--- config.mk ---
export PLATFORM = sky130hd
export DESIGN_NAME = sdr_dqm_path
export DESIGN_NICKNAME = d
export VERILOG_FILES = /design/src/rtl/sdr_dqm_pkg.sv /design/src/rtl/sdr_rd_pipe.sv /design/src/rtl/sdr_mask_dly.sv /design/src/rtl/sdr_wr_gate.sv /design/src/rtl/sdr_dqm_path.sv
export SDC_FILE = /design/constraint.sdc
export NUM_CORES = 1
export LEC_CHECK = 0
export BUFFER_PORTS_ARGS = -buffer_cell sky130_fd_sc_hd__buf_2
export CAP_MARGIN = 20
export CORE_MARGIN = 2
export CORE_UTILIZATION = 51
export DETAILED_ROUTE_END_ITERATION = 7
export MAX_ROUTING_LAYER = met4
export PLACE_DENSITY = 0.82
export SLEW_MARGIN = 40
export SYNTH_ARGS = -nofsm -noshare
export SYNTH_HDL_FRONTEND = slang
export SYNTH_HIERARCHICAL = 1
export SYNTH_SLANG_ARGS = --single-unit
export TNS_END_PERCENT = 20
--- constraint.sdc ---
create_clock -name clk -period 2.8 [get_ports clk]
set_clock_uncertainty 0.15 [all_clocks]
set_input_delay 0.28 -clock clk [delete_from_list [all_inputs] [get_ports clk]]
set_output_delay 0.28 -clock clk [all_outputs]
set_load 0.03 [all_outputs]
--- src/rtl/sdr_dqm_pkg.sv ---
package sdr_dqm_pkg;

    // Smallest latency the pipeline supports, in clocks.
    localparam int DEF_MIN_CL = 2;

    // Stage index at which a read with the given code becomes visible.
    function automatic int tap_of(input int min_cl, input int code);
        return min_cl - 1 + code;
    endfunction

endpackage

--- src/rtl/sdr_rd_pipe.sv ---
module sdr_rd_pipe
    import sdr_dqm_pkg::*;
#(
    parameter int DW     = 16,
    parameter int LAT_W  = 1,
    parameter int MIN_CL = DEF_MIN_CL
) (
    input  logic             clk,
    input  logic             rst_n,
    input  logic             push,
    input  logic [LAT_W-1:0] push_lat,
    input  logic [DW-1:0]    push_data,
    output logic             out_vld,
    output logic [DW-1:0]    out_data
);
    localparam int NUM_CL = 2 ** LAT_W;
    localparam int DEPTH  = MIN_CL + NUM_CL - 1;

    logic [DEPTH-1:0] st_vld;
    logic [LAT_W-1:0] st_lat [DEPTH];
    logic [DW-1:0]    st_dat [DEPTH];

    for (genvar i = 0; i < DEPTH; i++) begin : g_stage
        if (i == 0) begin : g_head
            always_ff @(posedge clk or negedge rst_n) begin
                if (!rst_n) begin
                    st_vld[i] <= 1'b0;
                    st_lat[i] <= '0;
                    st_dat[i] <= '0;
                end else begin
                    st_vld[i] <= push;
                    st_lat[i] <= push_lat;
                    st_dat[i] <= push ? push_data : '0;
                end
            end
        end else begin : g_body
            always_ff @(posedge clk or negedge rst_n) begin
                if (!rst_n) begin
                    st_vld[i] <= 1'b0;
                    st_lat[i] <= '0;
                    st_dat[i] <= '0;
                end else begin
                    st_vld[i] <= st_vld[i-1];
                    st_lat[i] <= st_lat[i-1];
                    st_dat[i] <= st_dat[i-1];
                end
            end
        end
    end

    // Each entry leaves at the tap matching its own code; the older entry,
    // being deeper, is examined last and so wins a collision.
    always_comb begin
        out_vld  = 1'b0;
        out_data = '0;
        for (int i = 0; i < DEPTH; i++) begin
            if (i >= MIN_CL - 1 && st_vld[i] &&
                tap_of(MIN_CL, int'(st_lat[i])) == i) begin
                out_vld  = 1'b1;
                out_data = st_dat[i];
            end
        end
    end

endmodule

--- src/rtl/sdr_mask_dly.sv ---
module sdr_mask_dly #(
    parameter int LANES = 2,
    parameter int DLY   = 2
) (
    input  logic             clk,
    input  logic             rst_n,
    input  logic [LANES-1:0] mask_in,
    output logic [LANES-1:0] mask_out
);
    if (DLY == 0) begin : g_pass
        assign mask_out = mask_in;
    end else begin : g_chain
        logic [LANES-1:0] tap [DLY];
        for (genvar i = 0; i < DLY; i++) begin : g_tap
            always_ff @(posedge clk or negedge rst_n) begin
                if (!rst_n)
                    tap[i] <= '0;
                else if (i == 0)
                    tap[i] <= mask_in;
                else
                    tap[i] <= tap[(i == 0) ? 0 : i-1];
            end
        end
        assign mask_out = tap[DLY-1];
    end

endmodule

--- src/rtl/sdr_wr_gate.sv ---
module sdr_wr_gate #(
    parameter int LANE_W = 8,
    parameter int LANES  = 2
) (
    input  logic                    wr_fire,
    input  logic [LANE_W*LANES-1:0] wr_word,
    input  logic [LANES-1:0]        dqm,
    output logic [LANES-1:0]        mem_we,
    output logic [LANE_W*LANES-1:0] mem_wdata
);
    for (genvar l = 0; l < LANES; l++) begin : g_lane
        assign mem_we[l]                       = wr_fire & ~dqm[l];
        assign mem_wdata[l*LANE_W +: LANE_W]   = wr_word[l*LANE_W +: LANE_W];
    end

endmodule

--- src/rtl/sdr_dqm_path.sv ---
module sdr_dqm_path
    import sdr_dqm_pkg::*;
#(
    parameter int LANE_W      = 8,
    parameter int LANES       = 2,
    parameter int LAT_W       = 1,
    parameter int MIN_CL      = DEF_MIN_CL,
    parameter int RD_MASK_DLY = 2
) (
    input  logic                    clk,
    input  logic                    rst_n,
    input  logic [LAT_W-1:0]        cas_lat,
    input  logic                    rd_fire,
    input  logic [LANE_W*LANES-1:0] rd_word,
    input  logic                    wr_fire,
    input  logic [LANE_W*LANES-1:0] wr_word,
    input  logic [LANES-1:0]        dqm,
    output logic [LANE_W*LANES-1:0] dq_out,
    output logic [LANES-1:0]        dq_oe,
    output logic                    rd_valid,
    output logic [LANES-1:0]        mem_we,
    output logic [LANE_W*LANES-1:0] mem_wdata
);
    localparam int DW = LANE_W * LANES;

    logic [LANES-1:0] rd_mask_d;

    sdr_rd_pipe #(
        .DW     (DW),
        .LAT_W  (LAT_W),
        .MIN_CL (MIN_CL)
    ) u_rd_pipe (
        .clk       (clk),
        .rst_n     (rst_n),
        .push      (rd_fire),
        .push_lat  (cas_lat),
        .push_data (rd_word),
        .out_vld   (rd_valid),
        .out_data  (dq_out)
    );

    sdr_mask_dly #(
        .LANES (LANES),
        .DLY   (RD_MASK_DLY)
    ) u_mask_dly (
        .clk      (clk),
        .rst_n    (rst_n),
        .mask_in  (dqm),
        .mask_out (rd_mask_d)
    );

    sdr_wr_gate #(
        .LANE_W (LANE_W),
        .LANES  (LANES)
    ) u_wr_gate (
        .wr_fire   (wr_fire),
        .wr_word   (wr_word),
        .dqm       (dqm),
        .mem_we    (mem_we),
        .mem_wdata (mem_wdata)
    );

    for (genvar l = 0; l < LANES; l++) begin : g_oe
        assign dq_oe[l] = rd_valid & ~rd_mask_d[l];
    end

endmodule

==> flow_metrics.py, run 1 <==
metrics = {
    "global_routing": {
        "gr-usage-all-layers_pct": 17.05,
        "grt_pass1_wl_um": 5230,
        "antenna_found_initial": 0,
        "grt_start_max_net_pins": 59,
        "overflow": 0,
        "grt_pass1_vias": 1096,
    },
    "yosys": {
        "ys_ff_latch": 58,
        "yosysWarnings": 6,
        "synth.avg_cell_area_sq_um": 14.89,
        "ys_seq_area_share_pct": 71.17,
        "synth_nets": 176,
        "syn_area_sq_um": 2039,
        "syn_inst": 137,
        "yosysUniqueCellTypes": 13,
    },
    "place": {
        "place_congestion": 0.7549,
        "place.port_buffers": 43,
        "dpl.hpwl_um": 1985,
    },
    "clock_tree": {
        "cts-root-buf": "clkbuf_8",
        "clkTransAtPathRegs_ps": 60,
        "htree_levels": 3,
        "clk_path_buf_depth": 2,
        "cts_resized": 0,
        "cts_tree": "done",
        "cts.sinks": 58,
        "insertion_delay_ps": 310,
        "cts_buffers": 9,
    },
    "cells_and_area": {
        "drive_gt1_share_pct": 38.64,
        "area_growth_pct": 16.56,
        "final_nets": 211,
        "final_common_cell": "dfrtp_1",
        "fillCellCount": 270,
        "final_cell_mix": "58 x dfrtp_1, 42 x buf_2, 16 x and3_1, 16 x and2_1",
        "fin_util_pct": 63.50,
        "antenna_cells": 0,
    },
    "timing": {
        "whs_ps": 23.22,
        "slew_headroom_pct": 55.07,
        "tns_ps": 0,
        "setup-violations-final": 0,
        "finalMaxSlewViolations": 0,
        "fin_crit_sh_pct": 75.21,
        "max_freq_mhz": 474.8,
        "rsz0062_at_grt": "no",
        "fin_crit_ps": 2106,
        "tightest_slew_ps": 673.9,
        "finalHoldViolations": 0,
    },
    "min_path": {
        "hold_class": "in2reg",
    },
    "route": {
        "antenna_left": 0,
        "wl_um": 3178,
        "drc": 0,
        "wl_per_cell_um": 14.19,
        "drt-initial-drc-count": 38,
        "firstDrtPassIters": 4,
        "vias_per_cell": 4.915,
        "vias": 1101,
    },
    "power_and_ir_drop": {
        "power.share.clock_pct": 40.8,
        "seq_power_share_pct": 52.0,
        "powerDensity_nw_per_um2": 728.9,
        "vdd_drop_max_mv": 0.4154,
        "switching_share_pct": 21.68,
        "p_int_mw": 1.357,
        "p_leak_nw": 1.272,
        "netSwitchingPower_uw": 375.7,
        "design_power_total_mw": 1.733,
        "combPwrFrac_pct": 7.1,
    },
    "floorplanning": {
        "die_y_um": 67.24,
        "core-area_sq_um": 3744,
        "initial_utilization_pct": 54.48,
        "num_rows": 22,
        "fp.dieArea_sq_um": 4521,
        "ioPinCount": 76,
        "die_w_um": 67.24,
    },
    "status": {
        "status": "finished, final reports clean",
    },
    "critical_path": {
        "cp.arrival_ps": 1680,
        "worst_ep_required_time_ps": 2370,
        "setup.worst_path.class": "reg2out",
        "path_max_fanout": 18,
        "critPathCaptureType": "output port",
        "start_kind": "register",
    },
    "flow_run": {
        "maxCapViolCount": 0,
    },
}
==> synth_stat cells <==
cell / n / area [sq um]
nor2b_1: 1 / 6.260
and3_1: 16 / 100.1
nand2_2: 1 / 6.260
and2_1: 16 / 100.1
buf_4: 19 / 142.6
a31o_2: 6 / 52.55
clkbuf_1: 1 / 3.750
buf_6: 1 / 11.26
dfrtp_1: 58 / 1451
a21o_1: 1 / 7.510
buf_2: 3 / 15.01
nor2b_4: 4 / 55.05
a31o_1: 10 / 87.58
==> worst max-delay path, stage by stage, from the launching register on <==
cell and delay (ps):
dfrtp_1 580, nand2_2 290, a31o_2 320, buf_2 180
==> through the flow <==
stage / cell area (sq um) / instances / setup WS [ps]
finish: 2377 / 224 / 694.0
global route: 2377 / 224 / 585.8
CTS: 2377 / 224 / 679.9
detailed placement: 2152 / 205 / 1016
global placement: 2150 / 205 / 1140
floorplan: 2039 / 137 / 1028
==> worst paths after layout <==
| path | startpoint | endpoint | slack, ps | cells after the start |
|---|---|---|---|---|
| min reg2reg | u_mask_dly/g_chain.tap[2] | u_mask_dly/mask_out[0] | 200 | 0 |
| max reg2reg | u_rd_pipe/st_dat[20] | u_rd_pipe/st_dat[4] | 2130 | 0 |
| min in group asynchronous | rst_n | u_rd_pipe/st_dat[39] | 400 | 2 |
| min | rd_word[7] | u_rd_pipe/st_dat[39] | 20 | 2 |
| max in group asynchronous | rst_n | u_rd_pipe/st_dat[20] | 1650 | 2 |
| max | u_rd_pipe/st_vld[2] | dq_out[15] | 690 | 3 |
==> state kept, by name, summed over array words and instances, names as in the netlist <==
register                count
u_rd_pipe/st_vld            3
u_rd_pipe/st_lat            3
u_mask_dly/g_chain.tap      2
u_rd_pipe/st_dat           48
u_mask_dly/mask_out         2
==> cell type report <==
| type | instances | area, sq um | share of cell area (%) |
|---|---|---|---|
| clock buffers | 12 | 145.1 | 6.105 |
| clock inverters | 3 | 40.04 | 1.684 |
| flip-flops and latches | 58 | 1451 | 61.05 |
| multi-input cells | 55 | 415.4 | 17.47 |
| well taps | 48 | 60.06 | 2.526 |
| repair buffers | 48 | 265.3 | 11.16 |
==> timing repair <==
item                                   in CTS  in global routing
setup endpoints to repair                   0                  0
buffers inserted                            0                  0
endpoints found under the hold margin      61                  0
hold buffers                                4                  0
==> power by group through the flow <==
stage | Sequential, mW | Combinational, mW | Clock, mW
2_1_floorplan | 0.906 | 0.120 | 0
3_3_place_gp | 0.913 | 0.115 | 0
3_5_place_dp | 0.916 | 0.119 | 0
4_1_cts | 0.902 | 0.125 | 0.720
5_1_grt | 0.906 | 0.135 | 0.771
6_report | 0.902 | 0.123 | 0.708
==> per-layer routing <==
layer / GRT usage, % / part of all wire (%) / vias to the layer above
li1: - / - / 513
met1: 22.13 / 43 / 526
met2: 23.27 / 47 / 48
met3: 5.333 / 7.4 / 14
met4: 10.97 / 2.9 / 0
met5: - / 0 / -
==> kinds of logic (layout without fill, tap and decap cells) <==
kind of cell           Yosys count  after routing  synth area share [%]
flip-flops                      58             58                 71.17
AND/OR/NAND/NOR                 38             38                 13.13
buffers and inverters           24             63                 8.466
AO/OA/AOI/OAI                   17             17                 7.239
No activity file was read; power rests on OpenSTA's default activity.
==> run 2: changes to the inputs <==
--- a/config.mk
+++ b/config.mk
@@ -5,13 +5,14 @@
 export SDC_FILE = /design/constraint.sdc
 export NUM_CORES = 1
 export LEC_CHECK = 0
+export ABC_AREA = 1
 export BUFFER_PORTS_ARGS = -buffer_cell sky130_fd_sc_hd__buf_2
 export CAP_MARGIN = 20
 export CORE_MARGIN = 2
-export CORE_UTILIZATION = 51
+export CORE_UTILIZATION = 48
 export DETAILED_ROUTE_END_ITERATION = 7
 export MAX_ROUTING_LAYER = met4
-export PLACE_DENSITY = 0.82
+export PLACE_DENSITY = 0.78
 export SLEW_MARGIN = 40
 export SYNTH_ARGS = -nofsm -noshare
 export SYNTH_HDL_FRONTEND = slang
==> constraint.sdc (replaced) <==
create_clock -name clk -period 2.04 [get_ports clk]
set_clock_uncertainty 0.15 [all_clocks]
set_input_delay 0.204 -clock clk [delete_from_list [all_inputs] [get_ports clk]]
set_output_delay 0.204 -clock clk [all_outputs]
set_load 0.03 [all_outputs]
==> run 2 against run 1 <==
Compared with the run above:
- worst setup slack lost 460 ps
- non-clock buffer count grew 16
- global-route usage shrank 0.71 points
- via count grew 16%
- sequential share of layout area shrank 3.9 points
- register-to-register slack lost 920 ps
- sequential power grew 37%
- flip-flop and latch count is the same
- clock power grew 35%
- first-iteration DRC count grew 13%
- synthesized cell count grew 27%
- critical path depth grew 3
- critical path type unchanged
==> flow_metrics.py, run 2 <==
metrics = {
    "place": {
        "dp_slack_ps": 504.7,
        "dp_cells": 243,
        "place.port_buffers": 43,
        "dpl-instance-area_sq_um": 2156,
        "dpl.hpwl_um": 2071,
        "place_congestion": 0.7659,
    },
    "timing": {
        "setup-violations-final": 0,
        "worst_slack_ps": 235.5,
        "rsz0062_at_grt": "no",
        "fin_crit_ps": 1805,
        "finalMaxSlewViolations": 0,
        "whs_ps": 25.76,
        "max_freq_mhz": 554.2,
        "tns_ps": 0,
        "slew_headroom_pct": 60.47,
        "fin_crit_sh_pct": 88.46,
        "finalHoldViolations": 0,
        "tightest_slew_ps": 592.9,
    },
    "critical_path": {
        "cp.arrival_ps": 1450,
        "rrSetupSlack_ps": 1210,
        "ff2ff_path_depth": 0,
        "setup.worst_path.class": "reg2out",
        "path_max_fanout": 17,
        "crit_top_cell": "nand2_1",
        "critPathCaptureType": "output port",
        "worst_ep_required_time_ps": 1690,
        "worstReg2RegStart": "u_rd_pipe/st_vld[1]",
        "max_stage_delay_ps": 390,
        "worst_r2r_endpoint": "u_rd_pipe/st_vld[2]",
        "start_kind": "register",
        "critPathBufInv": 3,
        "crit_chain": "inv_2 -> nand2_1 -> nand2_1 -> inv_1 -> nor2_1 -> buf_2",
        "path_delay_family": "buffers and inverters",
        "cpMaxStageDelayCell": "dfrtp_1",
    },
    "clock_tree": {
        "cts-root-buf": "clkbuf_8",
        "clk_path_buf_depth": 2,
        "insertion_delay_ps": 310,
        "clkTransAtPathRegs_ps": 60,
        "post_cts_buffers": 0,
        "cts_tree": "done",
        "htree_levels": 3,
        "cts.sinks": 58,
        "cts_buffers": 9,
    },
    "yosys": {
        "synthArstFlopShare_pct": 100.0,
        "ys_ff_latch": 58,
        "synthTopCellsByArea": "dfrtp_1 71%, nand2_1 8.2%, buf_4 7.3%",
        "ys_seq_area_share_pct": 70.65,
        "synth-xor-area-share_pct": 0,
        "synth_edf_count": 0,
        "synth_top_family_by_area": "simple AND/OR/NAND/NOR gates",
        "synth_largest_area_cell": "dfrtp_1",
        "yosysUniqueCellTypes": 14,
        "yosysTopAreaCellShare_pct": 70.65,
        "ys_top_cells_by_count": "58 x dfrtp_1, 45 x nand2_1, 20 x buf_4",
        "synthFlopType": "dfrtp_1",
        "synth_fa_ha_area_share_pct": 0,
        "synth.avg_cell_area_sq_um": 11.81,
        "synth.most_common_cell": "dfrtp_1",
        "synth-compound-area-share_pct": 0,
        "synth_nets": 213,
        "muxShareOfSynthArea_pct": 0,
        "syn_inst": 174,
        "yosys.area_share.simple_pct": 15.90,
        "yosysWarnings": 6,
        "syn_area_sq_um": 2054,
    },
    "min_path": {
        "min_to": "u_rd_pipe/st_vld[0]",
        "whs_path_depth": 1,
        "hp-start": "rd_fire",
        "hold_class": "in2reg",
    },
    "cells_and_area": {
        "largest_reg_flops": 48,
        "area_growth_pct": 23.75,
        "multi_input_area_sq_um": 326.6,
        "reg_top3": "u_rd_pipe/st_dat: 48 flops, u_rd_pipe/st_lat: 3 flops, u_rd_pipe/st_vld: 3 flops",
        "final_cell_mix": "57 x dfrtp_1, 45 x nand2_1, 43 x buf_2, 20 x dlygate4sd3_1, 18 x inv_1",
        "final_common_cell": "dfrtp_1",
        "drive_gt1_share_pct": 29.69,
        "fillCellCount": 304,
        "fin_util_pct": 62.66,
        "final_nets": 263,
        "final-seq-area_sq_um": 1453,
        "final_cells": 279,
        "antenna_cells": 0,
        "regMostFlops": "u_rd_pipe/st_dat",
        "fin_area_sq_um": 2542,
    },
    "power_and_ir_drop": {
        "vdd_drop_max_mv": 0.5886,
        "p_int_mw": 1.838,
        "design_power_total_mw": 2.387,
        "power.share.clock_pct": 40.1,
        "p_leak_nw": 1.452,
        "seq_power_share_pct": 51.8,
        "powerDensity_nw_per_um2": 938.9,
        "netSwitchingPower_uw": 549.5,
        "combPwrFrac_pct": 8.1,
        "switching_share_pct": 23.02,
    },
    "global_routing": {
        "grt_start_max_net_pins": 33,
        "antenna_found_initial": 0,
        "grt_pass1_vias": 1238,
        "overflow": 0,
        "gr-usage-all-layers_pct": 16.34,
        "grt_pass1_wl_um": 5789,
    },
    "floorplanning": {
        "ioPinCount": 76,
        "initial_utilization_pct": 50.63,
        "die_y_um": 69.42,
        "core-area_sq_um": 4058,
        "fp.dieArea_sq_um": 4819,
        "die_w_um": 69.42,
        "num_rows": 23,
    },
    "route": {
        "firstDrtPassIters": 4,
        "antenna_left": 0,
        "drc": 0,
        "vias_per_cell": 4.584,
        "wl_um": 3438,
        "wl_per_cell_um": 12.32,
        "drt-initial-drc-count": 43,
        "vias": 1279,
    },
    "flow_run": {
        "maxCapViolCount": 0,
    },
    "status": {
        "status": "finished, final reports clean",
    },
}
-- run 2: changes by cell type after synthesis, sizes merged --
cell / previous run / this run
nand2: 1 / 51
and2: 16 / 0
nor2: 0 / 4
a21o: 1 / 0
buf: 23 / 24
inv: 0 / 20
and3: 16 / 0
nand4: 0 / 16
a31o: 16 / 0
nor2b: 5 / 0
-- run 2: final cells by class --
cell class                 count  area share [%]
tap                           50           2.461
timing repair buffer          64           17.13
sequential                    58           57.14
clock buffer                  10           5.020
multi-input combinational     71           12.84
clock inverter                 6           2.264
inverter                      20           3.150
-- run 2: worst max path at each step --
stage / slack [ps] / startpoint / endpoint / cells past startpoint
floorplan: 240 / u_rd_pipe/st_lat[1] / dq_oe[0] / 6
global placement: 580 / u_rd_pipe/st_vld[1] / dq_oe[0] / 5
detailed placement: 500 / u_rd_pipe/st_vld[1] / dq_oe[1] / 5
CTS: 140 / u_rd_pipe/st_vld[1] / dq_oe[1] / 5
global route: 90 / u_rd_pipe/st_lat[1] / dq_oe[0] / 6
finish: 240 / u_rd_pipe/st_lat[1] / dq_oe[1] / 6
-- run 2: repair_timing --
action                                  in CTS  in global routing
hold endpoints to repair                    45                  0
gates resized for setup                      0                  1
hold buffers                                20                  0
endpoints found under the setup margin       0                  2
-- run 2: power by group through the flow --
stage,registers [mW],logic [mW],clock network [mW]
5_1_grt,1.24,0.218,1.04
6_report,1.24,0.194,0.956
4_1_cts,1.24,0.196,0.987
3_5_place_dp,1.26,0.165,0
3_3_place_gp,1.25,0.162,0
2_1_floorplan,1.25,0.166,0
-- run 2: logic make-up (layout without fill, tap and decap cells) --
kind of cell	after synthesis	count (layout)
simple gates	71	71
flops	58	58
buf+inv	45	100
-- run 2: per-layer routing --
| metal | share of wire [%] | vias to the layer above | track usage (%) |
|---|---|---|---|
| met5 | 0 | - | - |
| met4 | 2.3 | 0 | 10.02 |
| met3 | 5.9 | 10 | 5.378 |
| met2 | 51 | 36 | 24.68 |
| met1 | 41 | 614 | 18.96 |
| li1 | - | 619 | - |
==> run 3: changes to the inputs <==
--- a/config.mk
+++ b/config.mk
@@ -12,7 +12,7 @@
 export CORE_UTILIZATION = 48
 export DETAILED_ROUTE_END_ITERATION = 7
 export MAX_ROUTING_LAYER = met4
-export PLACE_DENSITY = 0.78
+export PLACE_DENSITY = 0.81
 export SLEW_MARGIN = 40
 export SYNTH_ARGS = -nofsm -noshare
 export SYNTH_HDL_FRONTEND = slang
==> run 3 against run 2 <==
Compared with the run above:
- global-route usage decreased by 0.66 points
- worst setup slack got worse by 67 ps
- worst hold slack improved by 2.9 ps
- final cell count decreased by 0.36%
- largest power group unchanged
- power increased by 0.18%
- count of clock-buffer cells in the layout increased by 2
- critical endpoint unchanged
- flip-flop and latch count unchanged
==> flow_metrics.py, run 3 (same netlist as run 2, synthesis figures left out) <==
metrics = {
    "global_routing": {
        "grt_start_max_net_pins": 59,
        "grt_pass1_vias": 1203,
        "antenna_found_initial": 0,
        "grt_pass1_wl_um": 5540,
        "gr-usage-all-layers_pct": 15.68,
        "overflow": 0,
    },
    "timing": {
        "tightest_slew_ps": 520.0,
        "slew_headroom_pct": 65.34,
        "setup-violations-final": 0,
        "fin_crit_sh_pct": 91.74,
        "finalMaxSlewViolations": 0,
        "finalHoldViolations": 0,
        "rsz0062_at_grt": "no",
        "tns_ps": 0,
        "max_freq_mhz": 534.3,
        "worst_slack_ps": 168.5,
        "fin_crit_ps": 1871,
    },
    "cells_and_area": {
        "multi_input_area_sq_um": 326.6,
        "final_common_cell": "dfrtp_1",
        "antenna_cells": 0,
        "fillCellCount": 306,
        "drive_gt1_share_pct": 28.51,
        "area_growth_pct": 23.69,
        "final-seq-area_sq_um": 1451,
        "regMostFlops": "u_rd_pipe/st_dat",
        "largest_reg_flops": 48,
        "final_cell_mix": "58 x dfrtp_1, 45 x nand2_1, 43 x buf_2, 20 x dlygate4sd3_1, 18 x inv_1",
        "reg_top3": "u_rd_pipe/st_dat: 48 flops, u_rd_pipe/st_lat: 3 flops, u_rd_pipe/st_vld: 3 flops",
        "final_nets": 263,
        "fin_area_sq_um": 2541,
    },
    "critical_path": {
        "path_max_fanout": 18,
        "ff2ff_path_depth": 0,
        "crit_chain": "nand2_1 -> nand2_1 -> inv_1 -> nor2_1 -> buf_2",
        "worst_ep_required_time_ps": 1690,
        "worstReg2RegStart": "u_rd_pipe/st_vld[1]",
        "max_stage_delay_ps": 670,
        "rrSetupSlack_ps": 1060,
        "start_kind": "register",
        "crit_top_cell": "nand2_1",
        "path_delay_family": "flip-flops",
        "setup.worst_path.class": "reg2out",
        "worst_r2r_endpoint": "u_rd_pipe/st_vld[2]",
        "critPathBufInv": 2,
        "critPathCaptureType": "output port",
        "cp.arrival_ps": 1520,
        "cpMaxStageDelayCell": "dfrtp_1",
    },
    "route": {
        "wl_met3_um": 203,
        "vias": 1211,
        "vias_per_cell": 4.356,
        "wl_per_cell_um": 12.12,
        "firstDrtPassIters": 5,
        "top_layer": "met4",
        "drt-initial-drc-count": 36,
        "m1WireLength_um": 1393,
        "wl_met2_um": 1595,
        "antenna_left": 0,
        "wl_um": 3370,
        "drc": 0,
    },
    "clock_tree": {
        "cts.sinks": 58,
        "cts_tree": "done",
        "clkTransAtPathRegs_ps": 60,
        "cts_resized": 0,
        "cts-root-buf": "clkbuf_8",
        "htree_levels": 3,
        "clk_path_buf_depth": 2,
        "insertion_delay_ps": 310,
        "cts_buffers": 9,
    },
    "flow_run": {
        "maxCapViolCount": 0,
    },
    "floorplanning": {
        "fp.dieArea_sq_um": 4819,
        "num_rows": 23,
        "core-area_sq_um": 4058,
        "initial_utilization_pct": 50.63,
        "die_w_um": 69.42,
        "die_y_um": 69.42,
        "ioPinCount": 76,
    },
    "min_path": {
        "min_to": "u_rd_pipe/st_vld[0]",
        "hp-start": "rd_fire",
        "whs_path_depth": 1,
        "hold_class": "in2reg",
    },
    "place": {
        "dpl-instance-area_sq_um": 2156,
        "place.port_buffers": 43,
        "dpl.hpwl_um": 2056,
        "dp_slack_ps": 554.1,
        "place_congestion": 0.7998,
    },
    "power_and_ir_drop": {
        "p_leak_nw": 1.454,
        "vdd_drop_max_mv": 0.4384,
        "powerDensity_nw_per_um2": 941.1,
        "design_power_total_mw": 2.391,
    },
    "status": {
        "status": "finished, final reports clean",
    },
}
[run 3: cell count changes in the layout (fill, tap and decap cells not counted), sizes merged]
cell	delta
clkbuf	+2
clkinv	-2
clkinvlp	-1
[run 3: area by class of cell]
cell class / instances / area share (%)
Multi-Input combinational cell: 71 / 12.85
Tap cell: 50 / 2.462
Clock buffer: 12 / 5.711
Inverter: 20 / 3.151
Timing Repair Buffer: 64 / 17.13
Sequential cell: 58 / 57.11
Clock inverter: 3 / 1.576
[run 3: worst max path at each step]
stage	startpoint	to	slack, ps	cells after the start
3_3_place_gp	u_rd_pipe/st_vld[1]	dq_oe[0]	590	5
4_1_cts	u_rd_pipe/st_vld[1]	dq_oe[1]	170	5
6_report	u_rd_pipe/st_vld[1]	dq_oe[1]	170	5
5_1_grt	u_rd_pipe/st_vld[1]	dq_oe[1]	70	5
2_1_floorplan	u_rd_pipe/st_lat[1]	dq_oe[0]	240	6
3_5_place_dp	u_rd_pipe/st_vld[1]	dq_oe[0]	550	5
[run 3: layer usage]
metal | track usage (%) | vias up
li1 | - | 614
met1 | 18.34 | 531
met2 | 22.54 | 34
met3 | 4.360 | 32
met4 | 12.85 | 0
met5 | - | -
[run 3: what timing repair did]
item | 4_1_cts | 5_1_grt
setup buffers | 0 | 0
hold buffers | 20 | 0
hold endpoints to repair | 77 | 0
[run 3: report_power, final]
group	total [mW]	switching, mW	internal [mW]
clock	0.962	0.375	0.587
sequential	1.24	0.0270	1.21
combinational	0.193	0.119	0.0740
[run 3: through the flow]
step           hold WS [ps]  instances  util [%]
6_report              28.70        278     62.63
3_5_place_dp          69.28        243     53.13
2_1_floorplan        -241.6        174         -
5_1_grt               28.03        278     62.63
4_1_cts               19.10        278     62.63
3_3_place_gp          65.15        243     53.13
